==> src/rtl/dtmr_pkg.sv <==
package dtmr_pkg;
  localparam int NTMR = 2;

  localparam logic [7:0] CTRL_OFF = 8'h00;
  localparam logic [7:0] STAT_OFF = 8'h04;
  localparam logic [7:0] RLD_OFF [NTMR] = '{8'h10, 8'h18};
  localparam logic [7:0] VAL_OFF [NTMR] = '{8'h14, 8'h1C};

  localparam int EN_POS   [NTMR] = '{0, 2};
  localparam int AR_POS   [NTMR] = '{1, 3};
  localparam int REF_POS  [NTMR] = '{11, 12};
  localparam int DIV_LSB  [NTMR] = '{19, 22};
  localparam int FLAG_POS [NTMR] = '{0, 8};

  function automatic logic [31:0] ctrl_mask(input int div_w);
    logic [31:0] m;
    m = '0;
    for (int t = 0; t < NTMR; t++) begin
      m[EN_POS[t]]  = 1'b1;
      m[AR_POS[t]]  = 1'b1;
      m[REF_POS[t]] = 1'b1;
      for (int b = 0; b < div_w; b++) m[DIV_LSB[t] + b] = 1'b1;
    end
    return m;
  endfunction
endpackage

==> src/rtl/dtmr_prescaler.sv <==
module dtmr_prescaler #(
  parameter int DIV_W = 3
) (
  input  logic             clk_i,
  input  logic             rst_ni,
  input  logic             en_i,
  input  logic             ref_sel_i,
  input  logic             ref_tick_i,
  input  logic [DIV_W-1:0] div_i,
  output logic             tick_o
);
  localparam int PS_W = (1 << DIV_W) - 1;

  logic [PS_W-1:0] cnt_q;
  logic [PS_W-1:0] mask;

  // low n bits all ones -> one pulse every 2^n cycles
  assign mask   = ~({PS_W{1'b1}} << div_i);
  assign tick_o = en_i & (ref_sel_i ? ref_tick_i : ((cnt_q & mask) == mask));

  always_ff @(posedge clk_i or negedge rst_ni) begin
    if (!rst_ni)    cnt_q <= '0;
    else if (!en_i) cnt_q <= '0;
    else            cnt_q <= cnt_q + 1'b1;
  end
endmodule

==> src/rtl/dtmr_counter.sv <==
module dtmr_counter #(
  parameter int DW = 32
) (
  input  logic          clk_i,
  input  logic          rst_ni,
  input  logic          tick_i,
  input  logic          auto_i,
  input  logic          load_i,
  input  logic [DW-1:0] load_val_i,
  input  logic [DW-1:0] reload_i,
  output logic [DW-1:0] count_o,
  output logic          expire_o
);
  logic [DW-1:0] cnt_q;
  logic          done_q;
  logic          at_zero;

  assign at_zero  = (cnt_q == '0);
  assign count_o  = cnt_q;
  assign expire_o = tick_i & at_zero & (auto_i | ~done_q) & ~load_i;

  always_ff @(posedge clk_i or negedge rst_ni) begin
    if (!rst_ni) begin
      cnt_q  <= '0;
      done_q <= 1'b0;
    end else if (load_i) begin
      cnt_q  <= load_val_i;
      done_q <= 1'b0;
    end else if (tick_i) begin
      if (at_zero) begin
        if (auto_i) cnt_q  <= reload_i;
        else        done_q <= 1'b1;
      end else begin
        cnt_q <= cnt_q - 1'b1;
      end
    end
  end
endmodule

==> src/rtl/dual_down_timer.sv <==
module dual_down_timer
  import dtmr_pkg::*;
#(
  parameter int DW    = 32,
  parameter int AW    = 5,
  parameter int DIV_W = 3
) (
  input  logic          clk_i,
  input  logic          rst_ni,
  input  logic          we_i,
  input  logic [AW-1:0] addr_i,
  input  logic [DW-1:0] wdata_i,
  output logic [DW-1:0] rdata_o,
  input  logic          ref_tick_i,
  output logic          irq0_o,
  output logic          irq1_o
);
  localparam logic [DW-1:0] CMASK = DW'(ctrl_mask(DIV_W));

  logic [DW-1:0] ctrl_q;
  logic [DW-1:0] reload_q [NTMR];
  logic [DW-1:0] cnt_w    [NTMR];
  logic [NTMR-1:0] flag_q, exp_w, wr_val, wr_rld;
  logic wr_ctrl, wr_stat;

  assign wr_ctrl = we_i && (addr_i == CTRL_OFF[AW-1:0]);
  assign wr_stat = we_i && (addr_i == STAT_OFF[AW-1:0]);

  always_ff @(posedge clk_i or negedge rst_ni) begin
    if (!rst_ni)      ctrl_q <= '0;
    else if (wr_ctrl) ctrl_q <= wdata_i & CMASK;
  end

  for (genvar t = 0; t < NTMR; t++) begin : g_tmr
    logic tick;

    assign wr_val[t] = we_i && (addr_i == VAL_OFF[t][AW-1:0]);
    assign wr_rld[t] = we_i && (addr_i == RLD_OFF[t][AW-1:0]);

    dtmr_prescaler #(.DIV_W(DIV_W)) u_ps (
      .clk_i      (clk_i),
      .rst_ni     (rst_ni),
      .en_i       (ctrl_q[EN_POS[t]]),
      .ref_sel_i  (ctrl_q[REF_POS[t]]),
      .ref_tick_i (ref_tick_i),
      .div_i      (ctrl_q[DIV_LSB[t] +: DIV_W]),
      .tick_o     (tick)
    );

    dtmr_counter #(.DW(DW)) u_cnt (
      .clk_i      (clk_i),
      .rst_ni     (rst_ni),
      .tick_i     (tick),
      .auto_i     (ctrl_q[AR_POS[t]]),
      .load_i     (wr_val[t]),
      .load_val_i (wdata_i),
      .reload_i   (reload_q[t]),
      .count_o    (cnt_w[t]),
      .expire_o   (exp_w[t])
    );

    always_ff @(posedge clk_i or negedge rst_ni) begin
      if (!rst_ni)        reload_q[t] <= '0;
      else if (wr_rld[t]) reload_q[t] <= wdata_i;
    end

    // expiry wins over a same-cycle clear
    always_ff @(posedge clk_i or negedge rst_ni) begin
      if (!rst_ni) flag_q[t] <= 1'b0;
      else flag_q[t] <= exp_w[t] | (flag_q[t] & ~(wr_stat & ~wdata_i[FLAG_POS[t]]));
    end
  end

  assign irq0_o = flag_q[0];
  assign irq1_o = flag_q[1];

  always_comb begin
    rdata_o = '0;
    if (addr_i == CTRL_OFF[AW-1:0]) rdata_o = ctrl_q;
    if (addr_i == STAT_OFF[AW-1:0]) begin
      for (int t = 0; t < NTMR; t++) rdata_o[FLAG_POS[t]] = flag_q[t];
    end
    for (int t = 0; t < NTMR; t++) begin
      if (addr_i == RLD_OFF[t][AW-1:0]) rdata_o = reload_q[t];
      if (addr_i == VAL_OFF[t][AW-1:0]) rdata_o = cnt_w[t];
    end
  end
endmodule

==> config.mk <==
export PLATFORM = sky130hd
export DESIGN_NAME = dual_down_timer
export DESIGN_NICKNAME = d
export VERILOG_FILES = /design/src/rtl/dtmr_pkg.sv /design/src/rtl/dtmr_prescaler.sv /design/src/rtl/dtmr_counter.sv /design/src/rtl/dual_down_timer.sv
export SDC_FILE = /design/constraint.sdc
export NUM_CORES = 1
export LEC_CHECK = 0
export BUFFER_PORTS_ARGS = -buffer_cell sky130_fd_sc_hd__buf_2
export CORE_MARGIN = 4
export CORE_UTILIZATION = 40
export CTS_CLUSTER_SIZE = 8
export DETAILED_ROUTE_END_ITERATION = 6
export PLACE_DENSITY_LB_ADDON = 0.08
export SLEW_MARGIN = 40
export SYNTH_ARGS = -nofsm -noshare
export SYNTH_HDL_FRONTEND = slang
export SYNTH_SLANG_ARGS = --single-unit
==> constraint.sdc <==
create_clock -name clk_i -period 5.6 [get_ports clk_i]
set_input_delay 1.12 -clock clk_i [delete_from_list [all_inputs] [get_ports clk_i]]
set_output_delay 1.12 -clock clk_i [all_outputs]
set_load 0.05 [all_outputs]
==> results of run 1 <==
## kinds of logic (layout without fill, tap and decap cells)
group                    count (synthesis)  after routing  synth area share, %
adder cells (fa/ha/maj)                  6              6                0.787
multiplexers                           100            100                 11.6
XOR/XNOR                                21             21                 1.93
AND/OR/NAND/NOR                        354            354                 18.9
AO/OA/AOI/OAI                          327            327                 21.7
other                                    0              1                    0
buffers and inverters                   87            148                 3.70
flip-flops                             158            158                 41.4
## synthesized netlist by cell type, types with 23 or more instances
cell	n
nand3_1	33
nor2_1	94
mux2_2	81
nor3_1	27
dfrtp_1	158
a31oi_1	28
clkbuf_1	52
nor4_1	23
o21ai_0	83
nand2_1	68
a21oi_1	90
## cell type report
cell class / count / share of cell area (%)
sequential: 158 / 36.6
clock buffer: 19 / 4.09
timing repair buffer: 102 / 5.45
multi-input combinational: 808 / 48.6
antenna: 1 / 0.0231
inverter: 15 / 0.521
tap: 319 / 3.69
clock inverter: 12 / 1.05
## flip-flops by register name, summed over array words and instances (netlist names)
register	count
g_tmr.u_ps.cnt_q	14
g_tmr.u_cnt.done_q	2
ctrl_q	12
reload_q	64
irq1_o	1
irq0_o	1
g_tmr.u_cnt.count_o	64
## worst min-delay path, stage by stage (launching register included)
cell,delay [ns]
dfrtp_1,0.36
a21oi_1,0.04
nor2_1,0.07
## layout by cell type, fill, tap and decap left out, types with 19 or more instances in the layout
cell,n
and3_1,19
buf_4,28
dfrtp_1,158
nor3_1,27
a21oi_1,90
mux2i_1,19
nor4_1,20
nand3_1,33
buf_2,73
o21ai_0,83
mux2_2,81
a31oi_1,28
nand2_1,68
nor2_1,94
## layer usage
metal,up-vias,track usage [%],share of wire [%]
li1,4089,-,-
met5,-,0,0
met1,4518,39.7,45
met4,0,9.84,3.1
met3,53,4.13,7.2
met2,423,41.0,45
## per-stage QoR
stage / power, mW / instances
2_1_floorplan: 2.33 / 1053
3_3_place_gp: 2.75 / 1400
3_5_place_dp: 2.75 / 1401
4_1_cts: 3.89 / 1432
5_1_grt: 4.08 / 1433
6_report: 3.89 / 1434
## power groups by stage
stage	Sequential, mW	Combinational [mW]	Clock (mW)
2_1_floorplan	1.60	0.733	0
3_3_place_gp	1.80	0.949	0
3_5_place_dp	1.79	0.954	0
4_1_cts	1.77	0.958	1.15
5_1_grt	1.81	1.07	1.20
6_report	1.79	0.963	1.14
## path summary, 6_finish.rpt
kind                       slack (ns)  cells after the start                             startpoint                                      to
max reg2reg                      2.10                      9  g_tmr[1].u_cnt.count_o[0]$_DFFE_PN0P_  g_tmr[1].u_cnt.count_o[30]$_DFFE_PN0P_
max in group asynchronous        3.84                      2                                 rst_ni   g_tmr[0].u_cnt.count_o[4]$_DFFE_PN0P_
min in group asynchronous        0.71                      1                                 rst_ni                reload_q[61]$_DFFE_PN0P_
max                              1.14                      9                              addr_i[3]                             rdata_o[22]
min reg2reg                      0.51                      2      g_tmr[0].u_cnt.done_q$_DFFE_PN0P_       g_tmr[0].u_cnt.done_q$_DFFE_PN0P_
min                              0.51                      2      g_tmr[0].u_cnt.done_q$_DFFE_PN0P_       g_tmr[0].u_cnt.done_q$_DFFE_PN0P_
==> metrics.cfg, run 1 <==
[synthesis]
synth-seq-area-share_pct = 41.4
synth_edf_count = 0
yosysTopAreaCell = dfrtp_1
syn-num-nets = 1100
yosys_warnings = 0
synth_ff_type = dfrtp_1
netlist_top_cells_area = dfrtp_1 41%, mux2_2 9.6%, a21oi_1 4.7%
syn_area_um2 = 9540
synth_cells = 1053
syn-mean-instance-area_um2 = 9.06
async_flop_share_pct = 100
yosysTopAreaCellShare_pct = 41.4
ys_types = 63
synth_seq_cells = 158

[place]
gp_congestion = 0.931
pre_cts_ws_ns = 1.24
dpl-instance-area_um2 = 10200
io_buffer_count = 74
post-dp-hpwl_um = 25300

[routing]
drt_first_pass_iters = 7
viasPerCell = 6.33
drc = 3
postRouteAntennaNets = 0
vias = 9083
wl_um = 35600
wl_per_cell_um = 24.8
drtIter0Drc = 963

[worst_setup_path]
crit_buf_inv = 4
crit_required_ns = 4.48
crit_slowest_cell = and2_1
end_kind = primary output
cp_top_family = buffers and inverters
worstPathArrival_ns = 3.34
crit_path_max_incr_delay_ns = 0.39
crit_chain = buf_2, nand2b_1, nor3_1, buf_4, and2_1, buf_4, a222oi_1, a21oi_1, buf_2
cp-start-kind = primary input
crit_fanout = 20
worstSetupPathType = in2out

[clock_tree]
cts_resized = 0
path_clk_slew_ns = 0.07
cts_tree = done
insertion_delay_ns = 0.44
root_buffer = clkbuf_16
h-tree-depth = 4
cts_buffers = 17
postCtsSetupBuffers = 0
clockBufferDepth = 2
holdBufCountCts = 0
clock_sinks = 158

[sta]
slew_violations = 0
relSlewSlack_pct = 48.3
fmax_ghz = 0.224
hold_violations = 0
worst_pin_slew_ns = 0.770
final.min_clock_period_ns = 4.46
worst_slack_ns = 1.14
final.setup.tns_ns = 0
finalSetupViolations = 0
fin_worst_skew_ns = 0.0106
holdWs_ns = 0.509
min_period_over_period_pct = 79.7
grt_setup_unrepaired = false

[finish]
fillers = 2347
multi_input_area_um2 = 5260
fin_nets = 1149
drive_gt1_share_pct = 21.0
utilization_pct = 46.1
stdcell_area_um2 = 10800
regArea_um2 = 3950
syn_to_final_growth_pct = 13.4

[power_and_ir_drop]
p_clk_share_pct = 29.3
switching_power_mw = 1.47
p_int_mw = 2.42
switching_share_pct = 37.8
seqPwrFrac_pct = 45.9
worst_ir_drop_vdd_mv = 0.175
p_leak_nw = 4.58
p_per_area_nw_per_um2 = 359
combPwrFrac_pct = 24.8

[die]
start_util_pct = 40.7
fp.dieW_um = 162
core_um2 = 23500
die_h_um = 162
dieArea_um2 = 26400
ios = 75
placement_rows = 56

[global_routing]
antenna_found_initial = 0
grt_pass1_wl_um = 54700
grt_usage_pct = 27.2
grt-ovfl-total = 0
grt_pass1_vias = 8664
grt_max_degree = 81

[status]
status = finished, violations left
violations = design-rule violations

[min_path]
min_path_type = reg2reg

[flow_run]
cap_violations = 0

Note: power is estimated with default switching activity, not from simulation.
==> run 2, diff against run 1 <==
==> constraint.sdc (replaced) <==
create_clock -name clk_i -period 4.5 [get_ports clk_i]
set_input_delay 0.9 -clock clk_i [delete_from_list [all_inputs] [get_ports clk_i]]
set_output_delay 0.9 -clock clk_i [all_outputs]
set_load 0.05 [all_outputs]
==> run 2 against run 1 <==
The flow now finishes without violations. Clock skew increased by 0.0018 ns. Non-clock buffer count rose by 2. First-iteration DRC count increased by 18%. Routed wire length rose by 1.4%. Hold slack lost 0.039 ns. Power grew 25%. Combinational power up 26%. Largest cell class unchanged. Highest routed layer unchanged.
==> metrics.cfg, run 2 (synthesis gave the netlist of run 1 again) <==
[clock_tree]
clockBufferDepth = 2
holdBufCountCts = 0
root_buffer = clkbuf_16
insertion_delay_ns = 0.44
path_clk_slew_ns = 0.06
h-tree-depth = 4
clock_sinks = 158
cts_buffers = 17
cts_resized = 0
cts_tree = done
postCtsSetupBuffers = 0

[sta]
final.setup.tns_ns = 0
fmax_ghz = 0.247
finalSetupViolations = 0
grt_setup_unrepaired = false
min_period_over_period_pct = 90.1
worst_pin_slew_ns = 0.825
worst_slack_ns = 0.444
hold_violations = 0
relSlewSlack_pct = 44.9
final.min_clock_period_ns = 4.06
slew_violations = 0
fin_worst_skew_ns = 0.0124

[routing]
wl_met3_um = 2780
highest_layer = met4
drtIter0Drc = 1135
drc = 0
viasPerCell = 6.38
drt_first_pass_iters = 6
wl_met2_um = 15600
wl_um = 36100
wl_met1_um = 16400
postRouteAntennaNets = 0
wl_per_cell_um = 25.1
vias = 9163

[die]
fp.dieW_um = 162
die_h_um = 162
dieArea_um2 = 26400
placement_rows = 56
start_util_pct = 40.7
core_um2 = 23500
ios = 75

[power_and_ir_drop]
p_per_area_nw_per_um2 = 448
p_leak_nw = 4.61
worst_ir_drop_vdd_mv = 0.237

[worst_setup_path]
worstPathArrival_ns = 3.16
end_kind = primary output
crit_fanout = 17
crit_required_ns = 3.60
cp-start-kind = primary input
crit_slowest_cell = and2_1
crit_chain = buf_2, nand2b_1, nor3_1, buf_4, and2_1, buf_4, a222oi_1, a21oi_1, buf_2
worstSetupPathType = in2out
crit_path_max_incr_delay_ns = 0.63
reg2reg_depth = 9

[global_routing]
grt_max_degree = 86
grt-ovfl-total = 0
antenna_found_initial = 0
grt_pass1_wl_um = 54900
grt_usage_pct = 27.3
grt_pass1_vias = 8579

[finish]
fin_nets = 1151
mostFrequentLayoutCells = 158 x dfrtp_1, 93 x nor2_1, 90 x a21oi_1
syn_to_final_growth_pct = 13.8
fillers = 2317
drive_gt1_share_pct = 21.4
layout_commonest_cell = dfrtp_1
n_antenna_cell = 0

[place]
pre_cts_ws_ns = 0.481
gp_congestion = 0.930
post-dp-hpwl_um = 26000
io_buffer_count = 74

[status]
status = finished clean

[min_path]
min_path_type = in2async

[flow_run]
cap_violations = 0

run 2: area by class of cell:
| cell class | count | area (um2) | area share [%] |
|---|---|---|---|
| clock buffer | 18 | 429 | 3.95 |
| clock inverter | 14 | 138 | 1.27 |
| inverter | 15 | 56.3 | 0.518 |
| multi-input combinational | 808 | 5270 | 48.5 |
| sequential | 158 | 3950 | 36.4 |
| tap | 319 | 399 | 3.68 |
| timing repair buffer | 104 | 614 | 5.66 |
run 2: metal layers:
| layer | global-route usage (%) | vias up |
|---|---|---|
| met2 | 40.4 | 467 |
| met1 | 40.4 | 4565 |
| li1 | - | 4069 |
| met3 | 4.43 | 62 |
| met5 | 0 | - |
| met4 | 9.88 | 0 |
run 2: through the flow:
| stage | hold slack (ns) | std cells | util (%) | instance area [um2] | power, mW |
|---|---|---|---|---|---|
| 6_report | 0.470 | 1436 | 46.3 | 10900 | 4.87 |
| 5_1_grt | 0.515 | 1436 | 46.3 | 10900 | 5.11 |
| 4_1_cts | 0.483 | 1436 | 46.3 | 10900 | 4.86 |
| 3_5_place_dp | 0.497 | 1404 | 43.8 | 10300 | 3.43 |
| 3_3_place_gp | 0.485 | 1404 | 43.8 | 10300 | 3.43 |
| 2_1_floorplan | 0.462 | 1053 | - | 9540 | 2.90 |
run 2: worst paths after layout:
| check | from | to | slack [ns] |
|---|---|---|---|
| min in group clk_i | g_tmr[1].u_cnt.done_q$_DFFE_PN0P_ | g_tmr[1].u_cnt.done_q$_DFFE_PN0P_ | 0.51 |
| min reg2reg | g_tmr[1].u_cnt.done_q$_DFFE_PN0P_ | g_tmr[1].u_cnt.done_q$_DFFE_PN0P_ | 0.51 |
| min | rst_ni | reload_q[57]$_DFFE_PN0P_ | 0.47 |
| max in group asynchronous | rst_ni | reload_q[2]$_DFFE_PN0P_ | 3.12 |
| max reg2reg | g_tmr[1].u_cnt.count_o[0]$_DFFE_PN0P_ | g_tmr[1].u_cnt.count_o[30]$_DFFE_PN0P_ | 1.04 |
| max | addr_i[3] | rdata_o[30] | 0.44 |
run 2: worst max-delay path, delay by kind of cell:
| kind | cells | cell delay [ns] |
|---|---|---|
| AO/OA/AOI/OAI | 2 | 0.37 |
| AND/OR/NAND/NOR | 3 | 0.95 |
| buffers and inverters | 4 | 0.93 |
run 2: power breakdown:
part,switching (mW),leakage [nW],internal (mW)
Clock,0.655,0.270,0.772
Combinational,0.699,2.33,0.515
Sequential,0.502,2.01,1.72
Total,1.86,4.61,3.01
